<file path="config.mk">
export PLATFORM = sky130hd
export DESIGN_NAME = xcvr_cfg_preamble
export DESIGN_NICKNAME = d
export VERILOG_FILES = /design/src/rtl/xcvr_cfg_pkg.sv /design/src/rtl/cfg_seq_fsm.sv /design/src/rtl/cfg_busy_watch.sv /design/src/rtl/cfg_word_sel.sv /design/src/rtl/xcvr_cfg_preamble.sv
export SDC_FILE = /design/constraint.sdc
export NUM_CORES = 1
export LEC_CHECK = 0
export BUFFER_PORTS_ARGS = -buffer_cell sky130_fd_sc_hd__buf_2
export CAP_MARGIN = 20
export CORE_MARGIN = 5
export CORE_UTILIZATION = 38
export CTS_BUF_LIST = sky130_fd_sc_hd__clkbuf_4
export CTS_CLUSTER_SIZE = 12
export DETAILED_ROUTE_END_ITERATION = 10
export HOLD_SLACK_MARGIN = 0.02
export PLACE_DENSITY_LB_ADDON = 0.05
export SKIP_LAST_GASP = 1
export SLEW_MARGIN = 20
export SYNTH_ARGS = -nofsm -noshare
export SYNTH_HDL_FRONTEND = slang
export SYNTH_SLANG_ARGS = --single-unit
</file>
<file path="constraint.sdc">
create_clock -name clk -period 2.11 [get_ports clk]
set_input_delay 0.1055 -clock clk [delete_from_list [all_inputs] [get_ports clk]]
set_output_delay 0.1055 -clock clk [all_outputs]
set_load 0.02 [all_outputs]
</file>
<file path="src/rtl/xcvr_cfg_pkg.sv">
package xcvr_cfg_pkg;

   localparam int MODE_W = 3;
   localparam logic [MODE_W-1:0] MODE_CHAN = 3'b001;
   localparam logic [MODE_W-1:0] MODE_OFF  = 3'b000;

   typedef enum logic [2:0] {
      ST_IDLE,
      ST_SETUP,
      ST_WR0,
      ST_WT0,
      ST_WR1,
      ST_WT1,
      ST_CLR,
      ST_DONE
   } seq_state_e;

   typedef enum logic [1:0] {
      SEL_NONE,
      SEL_W0,
      SEL_W1
   } word_sel_e;

endpackage

</file>
<file path="src/rtl/cfg_seq_fsm.sv">
module cfg_seq_fsm
   import xcvr_cfg_pkg::*;
(
   input  logic      clk,
   input  logic      rst,
   input  logic      start_i,
   input  logic      hold_i,
   input  logic      busy_i,
   input  logic      addr_rdy_i,
   input  logic      addr_ok0_i,
   input  logic      addr_ok1_i,
   output logic      wr_o,
   output word_sel_e sel_o,
   output logic      mode_act_o,
   output logic      clr_o,
   output logic      done_o,
   output logic      wait_o
);

   seq_state_e state_q, state_d;
   logic       fire0, fire1;

   assign fire0 = (state_q == ST_WR0) && !busy_i && addr_rdy_i && addr_ok0_i;
   assign fire1 = (state_q == ST_WR1) && !busy_i && addr_rdy_i && addr_ok1_i;

   always_comb begin
      state_d = state_q;
      unique case (state_q)
         ST_IDLE:  if (start_i && hold_i) state_d = ST_SETUP;
         ST_SETUP: state_d = ST_WR0;
         ST_WR0:   if (fire0) state_d = ST_WT0;
         ST_WT0:   if (!busy_i) state_d = ST_WR1;
         ST_WR1:   if (fire1) state_d = ST_WT1;
         ST_WT1:   if (!busy_i) state_d = ST_CLR;
         ST_CLR:   state_d = ST_DONE;
         ST_DONE:  state_d = ST_DONE;
         default:  state_d = ST_IDLE;
      endcase
   end

   always_ff @(posedge clk) begin
      if (rst) state_q <= ST_IDLE;
      else     state_q <= state_d;
   end

   always_comb begin
      unique case (state_q)
         ST_WR0, ST_WT0: sel_o = SEL_W0;
         ST_WR1, ST_WT1: sel_o = SEL_W1;
         default:        sel_o = SEL_NONE;
      endcase
   end

   assign wr_o       = fire0 || fire1;
   assign mode_act_o = (state_q != ST_IDLE) && (state_q != ST_DONE);
   assign clr_o      = (state_q == ST_CLR);
   assign done_o     = (state_q == ST_DONE);
   assign wait_o     = (state_q == ST_WT0) || (state_q == ST_WT1);

endmodule

</file>
<file path="src/rtl/cfg_busy_watch.sv">
module cfg_busy_watch #(
   parameter int LIMIT = 1024
) (
   input  logic clk,
   input  logic rst,
   input  logic arm_i,
   input  logic busy_i,
   output logic trip_o
);

   localparam int CW = $clog2(LIMIT + 1);

   logic [CW-1:0] cnt_q;
   logic          trip_q;

   always_ff @(posedge clk) begin
      if (rst) begin
         cnt_q  <= '0;
         trip_q <= 1'b0;
      end else if (arm_i && busy_i) begin
         if (cnt_q == CW'(LIMIT - 1)) trip_q <= 1'b1;
         else                         cnt_q  <= cnt_q + 1'b1;
      end else begin
         cnt_q <= '0;
      end
   end

   assign trip_o = trip_q;

endmodule

</file>
<file path="src/rtl/cfg_word_sel.sv">
module cfg_word_sel
   import xcvr_cfg_pkg::*;
#(
   parameter int DW = 32
) (
   input  word_sel_e         sel_i,
   input  logic [DW-1:0]     w0_i,
   input  logic [DW-1:0]     w1_i,
   output logic [DW-1:0]     data_o
);

   always_comb begin
      unique case (sel_i)
         SEL_W0:  data_o = w0_i;
         SEL_W1:  data_o = w1_i;
         default: data_o = '0;
      endcase
   end

endmodule

</file>
<file path="src/rtl/xcvr_cfg_preamble.sv">
module xcvr_cfg_preamble
   import xcvr_cfg_pkg::*;
#(
   parameter int DW          = 32,
   parameter int AW          = 6,
   parameter int TIMEOUT_CYC = 1024,
   parameter bit ADDR_CHECK  = 1'b1
) (
   input  logic              clk,
   input  logic              rst,
   input  logic              start_i,
   input  logic              hold_i,
   input  logic              busy_i,
   input  logic              addr_rdy_i,
   input  logic [AW-1:0]     cur_addr_i,
   input  logic [DW-1:0]     word0_i,
   input  logic [DW-1:0]     word1_i,
   output logic [MODE_W-1:0] mode_o,
   output logic              wr_o,
   output logic [DW-1:0]     data_o,
   output logic              addr_clr_o,
   output logic              done_o,
   output logic              timeout_o
);

   if (DW < 1) begin : g_bad_dw
      $error("xcvr_cfg_preamble: DW must be at least 1");
   end
   if (AW < 1) begin : g_bad_aw
      $error("xcvr_cfg_preamble: AW must be at least 1");
   end
   if (TIMEOUT_CYC < 2) begin : g_bad_to
      $error("xcvr_cfg_preamble: TIMEOUT_CYC must be at least 2");
   end

   logic      ok0, ok1;
   logic      mode_act;
   logic      in_wait;
   word_sel_e sel;

   if (ADDR_CHECK) begin : g_addr_match
      assign ok0 = (cur_addr_i == AW'(0));
      assign ok1 = (cur_addr_i == AW'(1));
   end else begin : g_addr_free
      logic unused_addr;
      assign unused_addr = ^cur_addr_i;
      assign ok0 = 1'b1;
      assign ok1 = 1'b1;
   end

   cfg_seq_fsm u_fsm (
      .clk        (clk),
      .rst        (rst),
      .start_i    (start_i),
      .hold_i     (hold_i),
      .busy_i     (busy_i),
      .addr_rdy_i (addr_rdy_i),
      .addr_ok0_i (ok0),
      .addr_ok1_i (ok1),
      .wr_o       (wr_o),
      .sel_o      (sel),
      .mode_act_o (mode_act),
      .clr_o      (addr_clr_o),
      .done_o     (done_o),
      .wait_o     (in_wait)
   );

   cfg_word_sel #(.DW(DW)) u_sel (
      .sel_i  (sel),
      .w0_i   (word0_i),
      .w1_i   (word1_i),
      .data_o (data_o)
   );

   cfg_busy_watch #(.LIMIT(TIMEOUT_CYC)) u_watch (
      .clk    (clk),
      .rst    (rst),
      .arm_i  (in_wait),
      .busy_i (busy_i),
      .trip_o (timeout_o)
   );

   assign mode_o = mode_act ? MODE_CHAN : MODE_OFF;

endmodule

</file>
Word-level counts from Yosys, hierarchy flattened
Cells that the tools add are included.
{ "totals": {"regBits": 15, "in_bits": 76} }
{ "op_classes": {"addsub": 1, "n_eq_ne": 17, "n_mux": 9, "n_bitwise": 1, "n_reduce_logical": 21} }
{ "ops": {"columns": ["operator", "count"], "rows": [
  ["$pmux W32 S2", 1],
  ["$pmux W3 S7", 1],
  ["$mux W3", 5],
  ["$eq A3 B3 Y1 const B", 4],
  ["$add A11 B1 Y11 const B", 1],
  ["$eq A11 B10 Y1 const B", 1],
  ["$logic_and A1 B1 Y1", 9],
  ["$reduce_or A2 Y1", 4],
  ["$eq A3 B2 Y1 const B", 2],
  ["$eq A6 B1 Y1 const B", 1],
  ["$logic_not A6 Y1", 1],
  ["$ne A2 B1 Y1 const B", 3],
  ["$reduce_and A5 Y1", 1],
  ["$ne A2 B2 Y1 const B", 2],
  ["$pmux W2 S2", 1],
  ["$eq A3 B1 Y1 const B", 1],
  ["$logic_not A3 Y1", 1],
  ["$ne A3 B3 Y1 const B", 1],
  ["$reduce_bool A3 Y1", 1],
  ["$eq A2 B1 Y1 const B", 1],
  ["$eq A2 B2 Y1 const B", 1],
  ["$logic_or A1 B1 Y1", 2],
  ["$reduce_and A2 Y1", 1],
  ["$logic_not A1 Y1", 1],
  ["other kinds (2)", 2]
]} }

Logic depth before layout (Yosys ltp)
Gate-level depths: netlist of run 1.
{ "logic_depth": {"word_depth": 6, "ltp_mapped": 7, "mapped_depth_nobuf": 5} }

By module
Synthesis of run 1 repeated with hierarchy kept, for this count alone.
{ "hier_totals": {"cells_unflattened": 182, "area_unflattened_um2": 1402.6} }
{ "by_module_without_submodules": {"columns": ["module", "instances", "cells_per_inst", "area_per_inst_um2", "seq_area_each_um2"], "rows": [
  ["cfg_busy_watch", 1, 65, 621.8, 240.2],
  ["cfg_word_sel", 1, 77, 489.2, 0.0],
  ["cfg_seq_fsm", 1, 33, 236.5, 60.1],
  ["xcvr_cfg_preamble", 1, 7, 55.1, 0.0]
]} }

Worst setup path before layout of run 1
Ideal clock, no wire load.
{ "synth_timing": {"kind": "register to output", "start": "reg u_fsm.state_q[2]", "end": "out data_o[12]", "arrival_ps": 1727, "t_required_ps": 2004, "slack_ps": 277, "path_stages_with_launch": 7, "cell_sequence": "dfxtp_1 clkbuf_1 nor2b_1 ha_1 clkbuf_1 a22oi_1 nor2_1"} }
{ "synth_between": {"elab_chain_cells": 5, "elab_cells_between_ends": 10, "cone_classes": "eq/ne: 6; mux: 2; reduce/logical: 2"} }
{ "synth_rtl": {"columns": ["element", "line_no", "text"], "rows": [
  ["start: declaration", "cfg_seq_fsm.sv:20", "seq_state_e state_q, state_d;"],
  ["start signal: assignment", "cfg_seq_fsm.sv:43", "else state_q <= state_d;"],
  ["$eq A3 B3 Y1 / $eq A3 B2 Y1 (equally long branches)", "cfg_seq_fsm.sv:47", "unique case (state_q)"],
  ["$reduce_or A2 Y1", "cfg_seq_fsm.sv:47", null],
  ["$pmux W2 S2 (*)", "cfg_seq_fsm.sv:47", null],
  ["$eq A2 B2 Y1 / $eq A2 B1 Y1 (equally long branches)", "cfg_word_sel.sv:13", "unique case (sel_i)"],
  ["$pmux W32 S2 (*)", "cfg_word_sel.sv:13", null],
  ["end: declaration", "xcvr_cfg_preamble.sv:20", "output logic [DW-1:0] data_o,"]
]} }
Every way passes the cells marked *; elsewhere a longest branch is shown, timed or not.

Final worst setup path of run 1
{ "layout_timing": {"start": "reg u_fsm.state_q[1]", "end": "out data_o[27]"} }
Same word-level chain as after synthesis.

==> summary.md, run 1 <==
- 0 — EDFF count, synth
- 112 — Port-buffer cells
- 1 — H-tree depth reported by CTS
- 360.2 nW/um2 — cell area power density
- 20 — number of rows created at floorplan
- 359 — number of nets in the layout
- 0.006466 ns — worst clock skew
- 1482 — via count of the first global-routing pass
- 90.22% — post-route fraction of the period consumed by the critical path
- 15 — clock sink count
- 6948 um — global-route wire length before repair
- 0.2065 ns — final setup margin
- 301.5 um2 — sequential cell area in the final layout
- 4294 um — Routed WL
- built — CTS tree
- 0 — number of synthesis warnings
- 5.050 — via count normalized by instance count
- 115 — number of primary I/O pins
- completed — outcome
- 0.3392 ns — pre-CTS setup slack
- 7.047 um2 — syn_area_per_cell
- 827.0 um2 — area taken by multi-input logic gates
- flop to primary output — kind of critical path
- dfxtp_1 — primary flip-flop cell chosen by synthesis mapping
- 24.49% — sequential-to-total area share from yosys stat
- 66.81 um — height of the die
- 33 — largest net degree at the start of global routing
- 0.0002980 V — worst IR drop on VDD
- 1631 — total via count after detailed routing
- 32 — crit path max fanout
- 0 — final number of max-transition violations
- flop — Critical Path Start Type
- 0.8711 nW — leakage power of the design
- 0.7456 — Final GP Congestion
- 19.64% — GR Util All Layers
- 13.29 um — routed wirelength normalized by instance count
- 0.03790 ns — Worst Hold Slack
- 3078 um2 — Core Region
- 330 — number of filler cells placed in the layout
- primary output — CP endpoint kind
- 0 — number of antenna cells inserted
- 1.904 ns — Final Critical Period
- 0 — postcts setup bufs
- 1226 um2 — post-synthesis cell area
- false — unrepaired setup endpoints after global routing
- 0 — final setup violation count
- 0% — share of synthesized flip-flops with an asynchronous set or reset
- 0 — DRC violations left
- 0 — number of max-cap violations
- 3401 um — post-detail-place hpwl
- 0.09 ns — clock transition at the registers of the reported paths
- 174 — number of standard cells after synthesis
- 39.84% — initial core utilization
- primary input to flop — Hold WC Path Type
- clkbuf_4 — Root Driver
- 39 — count of different cell masters after synthesis
- 0.29 ns — Skew-Pair Late Insertion Delay
- 0 — final number of hold-violating endpoints
- 0 — final antenna-violating net count
- 0 ns — TNS Setup
- 2.00 ns — worst endpoint required time
- 4463 um2 — die outline area
- 50.10% — area overhead of the layout relative to synthesis
- 4 — First-pass DRT Iterations
- 0 — leftover overflow at the end of global routing
- 1.80 ns — arrival time of data at the critical path endpoint
- 525.3 MHz — Max Fclk
- 0 — number of antenna violations at the first check in global routing
- 3 — Inserted Clock Buffers
- 66.81 um — Die Span X
- 74 — iteration-0 DRC count of the detailed router
- 15 — post-synthesis sequential element count
- 45.88% — fraction of layout instances using a drive strength above 1
- 2 — maximum root-to-sink buffer count
-- cells in the mapped netlist (2+ instances only) --
master | n | area, um2
ha_1 | 3 | 37.54
nor3_1 | 4 | 20.02
inv_1 | 5 | 18.77
a21oi_1 | 9 | 45.04
clkbuf_1 | 12 | 45.04
nor4_1 | 3 | 18.77
nor2_1 | 40 | 150.1
buf_4 | 3 | 22.52
o21ai_0 | 5 | 25.02
a22oi_1 | 32 | 240.2
xnor2_1 | 4 | 35.03
nor2b_1 | 2 | 12.51
nand2_1 | 8 | 30.03
dfxtp_1 | 15 | 300.3
a211oi_1 | 3 | 22.52
nand3_1 | 2 | 10.01
a31oi_1 | 2 | 12.51
-- path summary, 6_finish.rpt --
path	end	cells after the start	startpoint	slack, ns
setup / recovery	data_o[27]	6	u_fsm.state_q[1]$_SDFFE_PP0P_	0.21
hold / removal	u_fsm.state_q[2]$_SDFFE_PP0P_	2	rst	0.04
setup reg to reg	u_watch.cnt_q[0]$_SDFFE_PP0N_	5	u_watch.cnt_q[0]$_SDFFE_PP0N_	0.29
hold reg to reg	u_watch.cnt_q[10]$_SDFFE_PP0N_	1	u_watch.cnt_q[10]$_SDFFE_PP0N_	0.47
-- worst max-delay path, stage by stage (launching register included) --
cell and delay (ns):
dfxtp_2 0.38, nor2b_1 0.22, ha_1 0.18, buf_4 0.30
a22oi_1 0.15, nor2_1 0.10, buf_2 0.18
-- kinds of logic (layout without fill, tap and decap cells) --
kind of cell	Yosys count	after routing	synth area share (%)
compound gates	59	59	34.39
xor+xnor	5	5	3.571
fa+ha+maj	3	3	3.062
buf+inv	22	126	8.367
flops	15	15	24.49
other cells	1	2	0.3058
simple gates	69	69	25.82
-- sequential cells by signal, indices dropped and copies added (netlist names) --
signal,flops
u_watch.trip_o,1
u_watch.cnt_q,11
u_fsm.state_q,3
-- stage by stage --
stage	total power, W	area (um2)	utilization (%)	std cells
2_1_floorplan	0.0004095	1230	-	175
3_5_place_dp	0.0005024	1812	58.86	319
5_1_grt	0.0007111	1841	59.80	323
3_3_place_gp	0.0005007	1812	58.86	319
6_report	0.0006630	1841	59.80	323
4_1_cts	0.0006730	1839	59.76	323
-- power breakdown --
part / internal [W] / total (W) / switching, W / leakage (nW)
logic: 0.0000968 / 0.000200 / 0.000103 / 0.732
clock network: 0.0000705 / 0.000166 / 0.0000956 / 0.0177
registers: 0.000287 / 0.000297 / 0.00000945 / 0.121
total: 0.000455 / 0.000663 / 0.000208 / 0.871
-- placed cells by master (no fill, tap or decap), types with 4 or more instances in the layout --
cell type,instances
dfxtp_1,14
nor3_1,4
a22oi_1,32
nor2_1,40
a21oi_1,9
buf_4,4
o21ai_0,5
buf_2,112
nand2_1,8
xnor2_1,4
inv_1,5
-- layout make-up --
type | instances | share of cell area, %
Tap cell | 44 | 2.991
Inverter | 5 | 1.020
Clock inverter | 1 | 0.2719
Sequential cell | 15 | 16.38
Timing Repair Buffer | 117 | 33.17
Clock buffer | 3 | 1.224
Multi-Input combinational cell | 138 | 44.94
-- what timing repair did --
item | in CTS | in global routing
setup endpoints to repair | 0 | 28
resized for setup | 0 | 1
hold buffers | 0 | 0
-- metal layers --
metal  up-vias  GRT usage, %  wire length (um)
li1        844             -                 -
met1       715         23.45              1723
met2        68         34.53              2160
met3         4         5.902               369
met4         0         3.807                40
met5         -             0                 0
Power figures use the tool's default switching activity.
==> run 2, diff against run 1 <==
PLACE_DENSITY = 0.83   (was default)
PLACE_DENSITY_LB_ADDON = default   (was 0.05)
==> summary.md, run 2 (synthesized netlist as in run 1, its figures left out) <==
- completed — outcome
- 1.904 ns — Final Critical Period
- 0 — number of antenna cells inserted
- buf_2 — commonest non-fill, non-tap cell in the layout
- 4 — First-pass DRT Iterations
- primary output — CP endpoint kind
- 20 — number of rows created at floorplan
- 66.81 um — Die Span X
- 2 — maximum root-to-sink buffer count
- 29.8% — combinational share of power
- 1 — H-tree depth reported by CTS
- 18.80% — GR Util All Layers
- 0.0006688 W — sum of internal, switching and leakage power
- 0 ns — TNS Setup
- 0 — final number of hold-violating endpoints
- 2300 um — Met2 Routed Length
- 112 — Port-buffer cells
- 115 — number of primary I/O pins
- nor2b_1, ha_1, buf_4, a22oi_1, nor2_1, buf_2 — critical path, cell by cell
- 525.3 MHz — Max Fclk
- 0.0001985 W — Net Sw Power
- 0.08 ns — clock transition at the registers of the reported paths
- 0 — number of antenna violations at the first check in global routing
- clkbuf_4 — Root Driver
- 90.22% — post-route fraction of the period consumed by the critical path
- 0.5070 ns — worst-margin pin slew
- 112 x buf_2, 40 x nor2_1, 32 x a22oi_1 — most used cells in the layout excluding fill and tap cells
- 2.00 ns — worst endpoint required time
- 33 — largest net degree at the start of global routing
- 0.28 ns — Skew-Pair Late Insertion Delay
- 4379 um — Routed WL
- 32 — crit path max fanout
- 359 — number of nets in the layout
- 50.31% — area overhead of the layout relative to synthesis
- 6644 um — global-route wire length before repair
- 1577 um — met1 wire length
- 0 — CTS-repair resized insts
- flop — Critical Path Start Type
- met4 — highest metal layer with signal wires
- 5.099 — via count normalized by instance count
- 4463 um2 — die outline area
- 3 — Inserted Clock Buffers
- 0.8718 nW — leakage power of the design
- 0.0001879 V — worst IR drop on VDD
- 0.0004703 W — Internal Power
- built — CTS tree
- 1613 — via count of the first global-routing pass
- 66.81 um — height of the die
- 0.38 ns — CP max stage delay
- 0 — final number of max-transition violations
- 11 — flip-flop count of the largest register, all copies and words added
- 0.006215 ns — worst clock skew
- 15 — clock sink count
- 39.84% — initial core utilization
- 0.3352 ns — pre-CTS setup slack
- 3078 um2 — Core Region
- 0 — final antenna-violating net count
- 0 — leftover overflow at the end of global routing
- 3586 um — post-detail-place hpwl
- primary input to flop — Hold WC Path Type
- 0 — Hold-fix buffers, CTS
- buffers and inverters — Worst path top cell family by delay
- 0 — final setup violation count
- 92 — iteration-0 DRC count of the detailed router
- 1647 — total via count after detailed routing
- 0 — postcts setup bufs
- 362.9 nW/um2 — cell area power density
- 0 — number of max-cap violations
- 1.80 ns — arrival time of data at the critical path endpoint
- 25.8% — relative contribution of the clock network to total power
- dfxtp_2 — Critical Path Slowest Stage Cell
- 44.4% — part of the power in registers
- 0.8085 — Final GP Congestion
- 0 — DRC violations left
- 388 um — Detail Route met3 WL
- 2 — buffers and inverters on the worst path
- flop to primary output — kind of critical path
- 65.89% — relative slew slack
- false — unrepaired setup endpoints after global routing
- 0.2064 ns — final setup margin
- 13.56 um — routed wirelength normalized by instance count
- u_watch.cnt_q — register with the most flip-flops
- 29.68% — switch share
- 45.88% — fraction of layout instances using a drive strength above 1
-- run 2: through the flow --
| stage | hold WS (ns) | cell area [um2] | util [%] | cells |
|---|---|---|---|---|
| after global placement | 0.3360 | 1812 | 58.86 | 319 |
| after floorplan | 0.1779 | 1230 | - | 175 |
| after CTS | 0.02713 | 1842 | 59.84 | 323 |
| final | 0.03242 | 1843 | 59.88 | 323 |
| after global routing | 0.02524 | 1843 | 59.88 | 323 |
| after detailed placement | 0.3381 | 1812 | 58.86 | 319 |
-- run 2: final cells by class --
type	instances	area [um2]
repair buffers	117	610.6
fillers	319	1235
multi-input cells	138	827.0
well taps	44	55.05
flip-flops and latches	15	301.5
clock buffers	4	30.03
inverters	5	18.77
-- run 2: worst paths after layout --
kind | startpoint | end | slack, ns | cells past startpoint
max | u_fsm.state_q[1]$_SDFFE_PP0P_ | data_o[1] | 0.21 | 6
min | rst | u_fsm.state_q[2]$_SDFFE_PP0P_ | 0.03 | 2
max reg2reg | u_watch.cnt_q[0]$_SDFFE_PP0N_ | u_watch.cnt_q[0]$_SDFFE_PP0N_ | 0.28 | 5
min reg2reg | u_watch.cnt_q[10]$_SDFFE_PP0N_ | u_watch.cnt_q[10]$_SDFFE_PP0N_ | 0.48 | 1
-- run 2: routing by layer --
metal | track usage [%] | up-vias
li1 | - | 842
met1 | 19.19 | 727
met2 | 34.90 | 65
met3 | 6.577 | 13
met4 | 6.599 | 0
met5 | 0 | -
-- run 2: power by group through the flow --
stage,Combinational [W],Sequential (W),Clock (W)
6_report,0.000200,0.000297,0.000172
5_1_grt,0.000221,0.000299,0.000194
3_5_place_dp,0.000200,0.000303,0
4_1_cts,0.000201,0.000296,0.000179
2_1_floorplan,0.000115,0.000294,0
3_3_place_gp,0.000196,0.000303,0
